**config.mk**
```make
export PLATFORM = sky130hd
export DESIGN_NAME = i2c_cond_seq
export DESIGN_NICKNAME = d
export VERILOG_FILES = /design/src/rtl/i2c_cond_seq.sv
export SDC_FILE = /design/constraint.sdc
export NUM_CORES = 1
export LEC_CHECK = 0
export ABC_AREA = 1
export BUFFER_PORTS_ARGS = -buffer_cell sky130_fd_sc_hd__buf_2
export CAP_MARGIN = 20
export CELL_PAD_IN_SITES_DETAIL_PLACEMENT = 0
export CELL_PAD_IN_SITES_GLOBAL_PLACEMENT = 1
export CORE_ASPECT_RATIO = 1.2
export CORE_MARGIN = 3
export CORE_UTILIZATION = 31
export CTS_CLUSTER_DIAMETER = 60
export CTS_CLUSTER_SIZE = 25
export DETAILED_ROUTE_END_ITERATION = 10
export MAX_ROUTING_LAYER = met4
export PLACE_DENSITY_LB_ADDON = 0.15
export SLEW_MARGIN = 20
export SYNTH_ARGS = -nofsm -noshare
export SYNTH_HDL_FRONTEND = slang
export SYNTH_SLANG_ARGS = --single-unit
```
**constraint.sdc**
```tcl
create_clock -name clk -period 1.6 [get_ports clk]
set_input_delay 0 -clock clk [delete_from_list [all_inputs] [get_ports clk]]
set_output_delay 0 -clock clk [all_outputs]
set_load 0.03 [all_outputs]
```
**src/rtl/i2c_cond_seq.sv**
```systemverilog
module i2c_cond_seq #(
  parameter int RELOAD_W = 16
) (
  input  logic                clk,
  input  logic                rst_n,
  input  logic                ctl_wr,
  input  logic [3:0]          ctl_wdata,
  output logic [3:0]          ctl_rdata,
  input  logic                arb_clr,
  output logic                arb_lost,
  input  logic [RELOAD_W-1:0] tmr_reload,
  input  logic                data_avail,
  input  logic                xfer_busy,
  input  logic                slave_active,
  output logic                req_start,
  output logic                req_stop,
  input  logic                start_done,
  input  logic                stop_done,
  output logic                irq
);
  localparam int CW = RELOAD_W + 1;

  logic en_q, start_q, stop_q, tmr_q, arb_q, irq_q;
  logic en_nxt, start_set, stop_set, tmr_run;
  logic [CW-1:0] cnt_q, reload_full;

  assign en_nxt    = ctl_wr ? ctl_wdata[0] : en_q;
  assign start_set = ctl_wr & ctl_wdata[1];
  assign stop_set  = ctl_wr & ctl_wdata[2];
  assign tmr_run   = ~en_q & tmr_q;

  assign reload_full = (tmr_reload == '0) ? {1'b1, {RELOAD_W{1'b0}}}
                                          : {1'b0, tmr_reload};

  assign req_stop  = en_q & stop_q & ~xfer_busy & ~slave_active;
  assign req_start = en_q & start_q & ~stop_q & data_avail & ~xfer_busy & ~slave_active;

  assign ctl_rdata = {tmr_q, stop_q, start_q, en_q};
  assign arb_lost  = arb_q;
  assign irq       = irq_q;

  always_ff @(posedge clk) begin
    if (!rst_n) begin
      en_q    <= 1'b0;
      start_q <= 1'b0;
      stop_q  <= 1'b0;
      tmr_q   <= 1'b0;
      arb_q   <= 1'b0;
    end else begin
      en_q    <= en_nxt;
      if (ctl_wr) tmr_q <= ctl_wdata[3];
      start_q <= en_nxt & ~slave_active & ((start_q & ~start_done) | start_set);
      stop_q  <= en_nxt & ~slave_active & ((stop_q & ~stop_done) | stop_set);
      arb_q   <= (arb_q & ~arb_clr) | (en_nxt & slave_active & (start_q | start_set));
    end
  end

  always_ff @(posedge clk) begin
    if (!rst_n) begin
      cnt_q <= '0;
      irq_q <= 1'b0;
    end else begin
      irq_q <= tmr_run & (cnt_q == CW'(1));
      if (!tmr_run || cnt_q == CW'(1)) cnt_q <= reload_full;
      else                            cnt_q <= cnt_q - CW'(1);
    end
  end
endmodule

```
* After elaboration in Yosys (flattened, before gate mapping)
Index checks and enable logic that the tools add are counted.
** Word-level totals
- Register bits after elaboration :: 23
** Operators by class
- Multiplexer cells :: 3
- Bitwise gates (word level) :: 31
- Reduce and logical (&&, ||, !) cells :: 3
- $add $sub $neg :: 1
- Eq/ne operators :: 1
** Operator list (number)
- two-way mux 17 bit :: 2
- AND 1 bit :: 20
- equality test 17 x 1 -> 1 bit, second input constant :: 1
- subtractor 17 x 1 -> 17 bit, second input constant :: 1
- zero test 16 bit :: 1
- inverter 1 bit :: 7
- OR 1 bit :: 4
- zero test 1 bit :: 1
- logical OR 1 bit :: 1
- two-way mux 1 bit :: 1

* Logic depth before layout (Yosys ltp)
Gate-level depths: netlist of the first run.
- Depth after elaboration :: 5
- Gate-level depth with buffers :: 12

* Least setup slack after synthesis of the first run
No wires, ideal clock.
- Kind :: register to output
- From :: register en_q
- To :: output req_start
- Arrival :: 1.535 ns
- Stages on the path, launching flop included :: 4
- Buffers on the path :: 0
- Setup slack :: 0.065 ns
- Data required time :: 1.600 ns
- Cells stage by stage :: dfxtp_1 inv_1 or2_2 nor4_1
** On the way
- Word-level cells in the longest chain between the ends :: 5
** RTL lines
- start: declaration :: line 23 : logic en_q, start_q, stop_q, tmr_q, arb_q, irq_q;
- start signal: assignment :: line 50 : en_q <= en_nxt;
- AND 1 bit (5 in a row) :: line 36 : assign req_start = en_q & start_q & ~stop_q & data_avail & ~xfer_busy & ~slave_active;
- end: declaration :: line 15 : output logic req_start,
Every way passes these cells.

* Worst setup path after layout of the first run
- From :: register cnt_q[1]
- To :: register cnt_q[13]
** On the way
- Word-level cells in the longest chain between the ends :: 3
** RTL lines
- start: declaration :: line 25 : logic [CW-1:0] cnt_q, reload_full;
- start signal: assignment :: line 64 : if (!tmr_run || cnt_q == CW'(1)) cnt_q <= reload_full;
- start signal: assignment :: line 65 : else cnt_q <= cnt_q - CW'(1);
- branches (longest 2 deep; another with subtractor 17 x 1 -> 17 bit)
- two-way mux 17 bit * :: line 64
Mark *: on every way between the ends.
A chain may end at the register's enable or synchronous reset.

==> impl_metrics.toml, run 1 <==
[detailed_routing]
drt_iter0_drc = 51
antenna_left = 0
drt_drc_violations_left = 0
wire_per_inst_um = 10.5
viasPerCell = 4.32
drt_first_pass_iters = 4
totalWireLength_um = 3890
vias = 1594

[die]
ioPinCount = 37
fp.coreArea_um2 = 4390
die_y_um = 81.2
dieArea_um2 = 5570
num_rows = 26
initial_core_util = 0.332
die_w_um = 68.7

[clock_network]
cts_sinks = 23
post_cts_buffers = 0
clkTransAtPathRegs_ns = 0.08
cts_tree = "yes"
numCtsBuffers = 3
cts-root-buf = "clkbuf_8"
cts_buffer_depth = 2
clk_latency_ns = 0.26
htree_levels = 1

[cells_and_area]
fin_nets = 345
antennaDiodeCount = 0
final-instance-count-excl-fill = 369
fillCellCount = 495
final_cell_mix = "nand2_1, nor2_1, buf_2, inv_1, buf_4"
post-route-util = 0.468
drive_gt1_frac = 0.249
area_growth_pct = 40.9
finalInstanceArea_um2 = 2060
layout_commonest_cell = "nand2_1"

[power]
finalPower_mw = 1.48
net-switching-power_uw = 470
p_sw_frac = 0.318
ir_drop_mv = 0.259
combPwrFrac = 0.328
powerDensity_nw_per_um2 = 719
p_leak_nw = 1.09
seq_power_share = 0.428
pwr-share-clk = 0.244
intPower_mw = 1.01

[placed_design]
gp_congestion = 0.764
dpl_cell_area_um2 = 1820
port_buffers = 36
dpl.cell_count = 351
hpwl_um = 2780

[yosys]
yosys.area.top_type = "dfxtp_1"
netlist_area_um2 = 1460
synth_cells = 243
ys_seq_elements = 23
mappedNetlistNets = 274
synth.area.top_cells = "dfxtp_1, nand2_1, nor2_1, inv_1, a21oi_1"
avgSynthCellArea_um2 = 6.01
synth_top_cell_area_share = 0.315
synth.distinct_cells = 24
yosysSeqAreaShare = 0.315
yosys_warnings = 0

[worst_setup_path]
critical_path_class = "reg2reg"
cp-startpoint = "cnt_q[1]"
crit_fanout = 11
end_kind = "register"
rr_startpoint = "cnt_q[1]"
critical_path_required_ns = 1.76
arrival_ns = 1.64
start_kind = "register"

[timing]
fin_crit_ns = 1.48
finalClockSkew_ns = 0.00199
fmax_mhz = 675
setup_viol = 0
finalHoldViolations = 0
worst_slew_pin_slew_ns = 0.367
max_slew_margin = 0.755
slew_viol_final = 0
min_period_over_period = 0.925

[global_routing]
grt_start_max_net_pins = 24
grt_pass1_vias = 1522
grtUsageTotal = 0.156
antenna_found_initial = 0
grt.overflow.total = 0
grt_pass1_wl_um = 6600

[run]
drv_cap = 0

[status]
outcome = "completed"

[min_path]
holdCritStartpoint = "tmr_reload[9]"
hp-class = "in2reg"
## cell usage after synthesis
| cell type | number |
|---|---|
| inv_1 | 31 |
| ha_1 | 2 |
| nand2_1 | 70 |
| nand2_4 | 1 |
| xor2_1 | 4 |
| buf_6 | 4 |
| nor2_2 | 4 |
| o211ai_1 | 1 |
| buf_1 | 1 |
| buf_4 | 4 |
| nand4_1 | 1 |
| nand2_2 | 2 |
| nor2_1 | 57 |
| nand3b_1 | 2 |
| nor3_1 | 4 |
| o21ai_1 | 2 |
| a21oi_1 | 10 |
| dfxtp_1 | 23 |
| o21ai_0 | 6 |
| nor4_1 | 1 |
| and2_1 | 1 |
| nor2_4 | 1 |
| or2_2 | 1 |
| nand3_1 | 10 |
## registers in the layout, summed over array words and instances, names as in the netlist
name / count
irq: 1
cnt_q: 17
en_q: 1
tmr_q: 1
start_q: 1
stop_q: 1
arb_lost: 1
## per-layer routing
layer	GRT usage	vias to the layer above	wire length (µm)
li1	-	875	-
met1	0.204	678	1840
met2	0.254	37	1830
met3	0.0166	4	188
met4	0.0417	0	34
met5	-	-	0
## what timing repair did
action | in CTS | in global routing
gates resized for setup | 1 | 9
pin swaps | 0 | 1
cloned | 0 | 2
endpoints found under the setup margin | 8 | 15
endpoints found under the hold margin | 12 | 0
hold buffers | 12 | 0
## power groups by stage
stage | clock network (mW) | registers, mW | logic, mW
2_1_floorplan | 0 | 0.653 | 0.258
3_3_place_gp | 0 | 0.646 | 0.439
3_5_place_dp | 0 | 0.646 | 0.434
4_1_cts | 0.381 | 0.633 | 0.461
5_1_grt | 0.413 | 0.639 | 0.556
6_report | 0.361 | 0.632 | 0.485
## layout make-up
type / count / area (µm²) / share of cell area
Tap cell: 56 / 70.1 / 0.0341
Sequential cell: 23 / 460 / 0.224
Timing Repair Buffer: 73 / 488 / 0.237
Inverter: 31 / 116 / 0.0566
Multi-Input combinational cell: 182 / 877 / 0.426
Clock buffer: 4 / 45.0 / 0.0219
## final timing paths
path | to | slack, ns | depth (start not counted)
min reg2reg | arb_lost | 0.47 | 2
max reg2reg | cnt_q[13] | 0.12 | 11
min | cnt_q[9] | 0.05 | 5
max | cnt_q[13] | 0.12 | 11
## critical path, stage by stage, from the launching register on
cell     delay, ns
dfxtp_1       0.31
inv_1         0.04
ha_1          0.17
inv_1         0.05
nor2_1        0.03
nand2_1       0.09
nor2_4        0.05
buf_4         0.14
nand2_4       0.13
nand2_4       0.14
a21oi_1       0.16
nor2_1        0.06
## cells by family (layout without fill, tap and decap cells)
logic type,count (synthesis),count (layout),share of synthesized area
compound gates,19,19,0.0668
flops,23,23,0.315
xor+xnor,4,4,0.0240
fa+ha+maj,2,2,0.0171
simple gates,155,157,0.443
buf+inv,40,108,0.134
## stage by stage
stage / TNS [ns] / setup slack (ns) / hold slack (ns)
4_1_cts: 0 / 0.00241 / 0.0419
6_report: 0 / 0.119 / 0.0468
2_1_floorplan: 0 / 0.0649 / 0.0793
3_3_place_gp: -0.147 / -0.0582 / 0.226
3_5_place_dp: -0.619 / -0.118 / 0.219
5_1_grt: -0.0106 / -0.0106 / 0.0742
(Power assumes the default switching activity.)
==> inputs of run 2 (changes only) <==
Settings changed: CORE_UTILIZATION 31 to 35, PLACE_DENSITY_LB_ADDON 0.15 to 0.1.
==> run 2 against run 1 <==
Compared with the run above: sequential power grew 1%; global-route usage grew 1.1 points; die area shrank 11%; combinational power shrank 7.2%; highest routed layer unchanged; non-clock buffer count shrank 10; first-iteration DRC count shrank 33%; fmax grew 0.58%; total power shrank 0.23%; largest cell class unchanged; setup slack gained 0.0086 ns; sequential share of layout area grew 0.69 points; final area shrank 3.0%; wire length grew 3.2%.
==> impl_metrics.toml, run 2 (synthesis results as in run 1) <==
[status]
outcome = "completed"

[detailed_routing]
vias = 1572
drt_drc_violations_left = 0
drt_iter0_drc = 34
totalWireLength_um = 4010
wire_per_inst_um = 11.2
antenna_left = 0
drt_first_pass_iters = 4
viasPerCell = 4.40

[global_routing]
grt_pass1_wl_um = 6580
grt.overflow.total = 0
grtUsageTotal = 0.167
antenna_found_initial = 0
grt_pass1_vias = 1558
grt_start_max_net_pins = 24

[placed_design]
hpwl_um = 2760
gp_congestion = 0.759
port_buffers = 36
dpl.cell_count = 339

[clock_network]
post_cts_buffers = 0
cts_buffer_depth = 2
cts_tree = "yes"
clk_latency_ns = 0.27
htree_levels = 1
cts-root-buf = "clkbuf_8"
numCtsBuffers = 3
clkTransAtPathRegs_ns = 0.09
cts_sinks = 23

[worst_setup_path]
end_kind = "register"
critical_path_class = "reg2reg"
rr_startpoint = "cnt_q[3]"
start_kind = "register"
arrival_ns = 1.65
rr_endpoint = "cnt_q[16]"
critical_path_required_ns = 1.78
ff2ff_setup_slack_ns = 0.13
rr_worst_depth = 9
crit_fanout = 6

[run]
drv_cap = 0

[timing]
max_slew_margin = 0.754
worst_slew_pin_slew_ns = 0.369
min_period_over_period = 0.920
finalHoldViolations = 0
slew_viol_final = 0
hold_slack_ns = 0.0390
fmax_mhz = 679
fin_crit_ns = 1.47
rsz0062_at_grt = "true"
setup_viol = 0
tns_ns = 0
finalClockSkew_ns = 0.00335

[cells_and_area]
drive_gt1_frac = 0.238
final_cell_mix = "nand2_1, nor2_1, buf_2, inv_1, dfxtp_1"
regMostFlops = "cnt_q"
final-seq-area_um2 = 460
fillCellCount = 431
fin_nets = 335
layout_commonest_cell = "nand2_1"
largest_reg_flops = 17
area_growth_pct = 36.7
final-instance-count-excl-fill = 357
antennaDiodeCount = 0
multi_input_area_um2 = 888

[die]
die_w_um = 65.0
dieArea_um2 = 4990
initial_core_util = 0.368
ioPinCount = 37
die_y_um = 76.8
num_rows = 25
fp.coreArea_um2 = 3970

[min_path]
min_path_cells = 5
holdCritStartpoint = "tmr_reload[9]"
hp-class = "in2reg"
min_to = "cnt_q[9]"

[power]
ir_drop_mv = 0.316
powerDensity_nw_per_um2 = 739
p_leak_nw = 1.03
[run 2: how the worst max path moves through the flow]
stage | startpoint | endpoint | slack [ns] | cells after the start
detailed placement | cnt_q[1] | cnt_q[1] | -0.12 | 10
global route | cnt_q[1] | cnt_q[4] | -0.04 | 11
global placement | cnt_q[1] | cnt_q[1] | -0.05 | 10
floorplan | en_q | req_start | 0.06 | 3
finish | cnt_q[3] | cnt_q[16] | 0.13 | 9
CTS | cnt_q[0] | cnt_q[8] | 0.04 | 10
[run 2: timing repair]
action                                  in CTS  in global routing
endpoints found under the hold margin       12                  0
pin swaps                                    0                  3
gates resized for setup                      2                 13
gates cloned                                 0                  2
hold buffers                                12                  0
endpoints found under the setup margin      10                 17
[run 2: critical path, stage by stage (launching register included)]
cell and delay, ns:
dfxtp_1 0.36, nor2_1 0.21, nand2_1 0.12, nor2_4 0.15, buf_6 0.13, nand2_8 0.07
nand2_4 0.13, nand2_1 0.07, nand2_1 0.07, nor2_1 0.05
[run 2: cell type report]
class                      count  share of cell area
multi-input combinational    182               0.445
sequential                    23               0.231
tap                           54              0.0339
inverter                      31              0.0583
timing repair buffer          63               0.209
clock inverter                 1             0.00251
clock buffer                   3              0.0207
[run 2: metrics by stage]
| step | setup WS [ns] | instance area [µm²] | total power [mW] | util |
|---|---|---|---|---|
| 2_1_floorplan | 0.0649 | 1460 | 0.911 | - |
| 3_3_place_gp | -0.0514 | 1740 | 1.05 | 0.438 |
| 3_5_place_dp | -0.123 | 1740 | 1.04 | 0.438 |
| 4_1_cts | 0.0405 | 1910 | 1.45 | 0.482 |
| 5_1_grt | -0.0370 | 2000 | 1.58 | 0.502 |
| 6_report | 0.128 | 2000 | 1.48 | 0.502 |
[run 2: where the power goes]
part	leakage (nW)	switching (mW)	internal (mW)	total, mW
Sequential	0.191	0.0277	0.612	0.640
Combinational	0.814	0.258	0.191	0.450
Clock	0.0255	0.212	0.174	0.386
[run 2: per-layer routing]
| layer | track usage | up-vias | wire, µm |
|---|---|---|---|
| met1 | 0.196 | 676 | 1860 |
| met3 | 0.0220 | 2 | 157 |
| li1 | - | 860 | - |
| met5 | - | - | 0 |
| met4 | 0.0507 | 0 | 29 |
| met2 | 0.293 | 34 | 1960 |
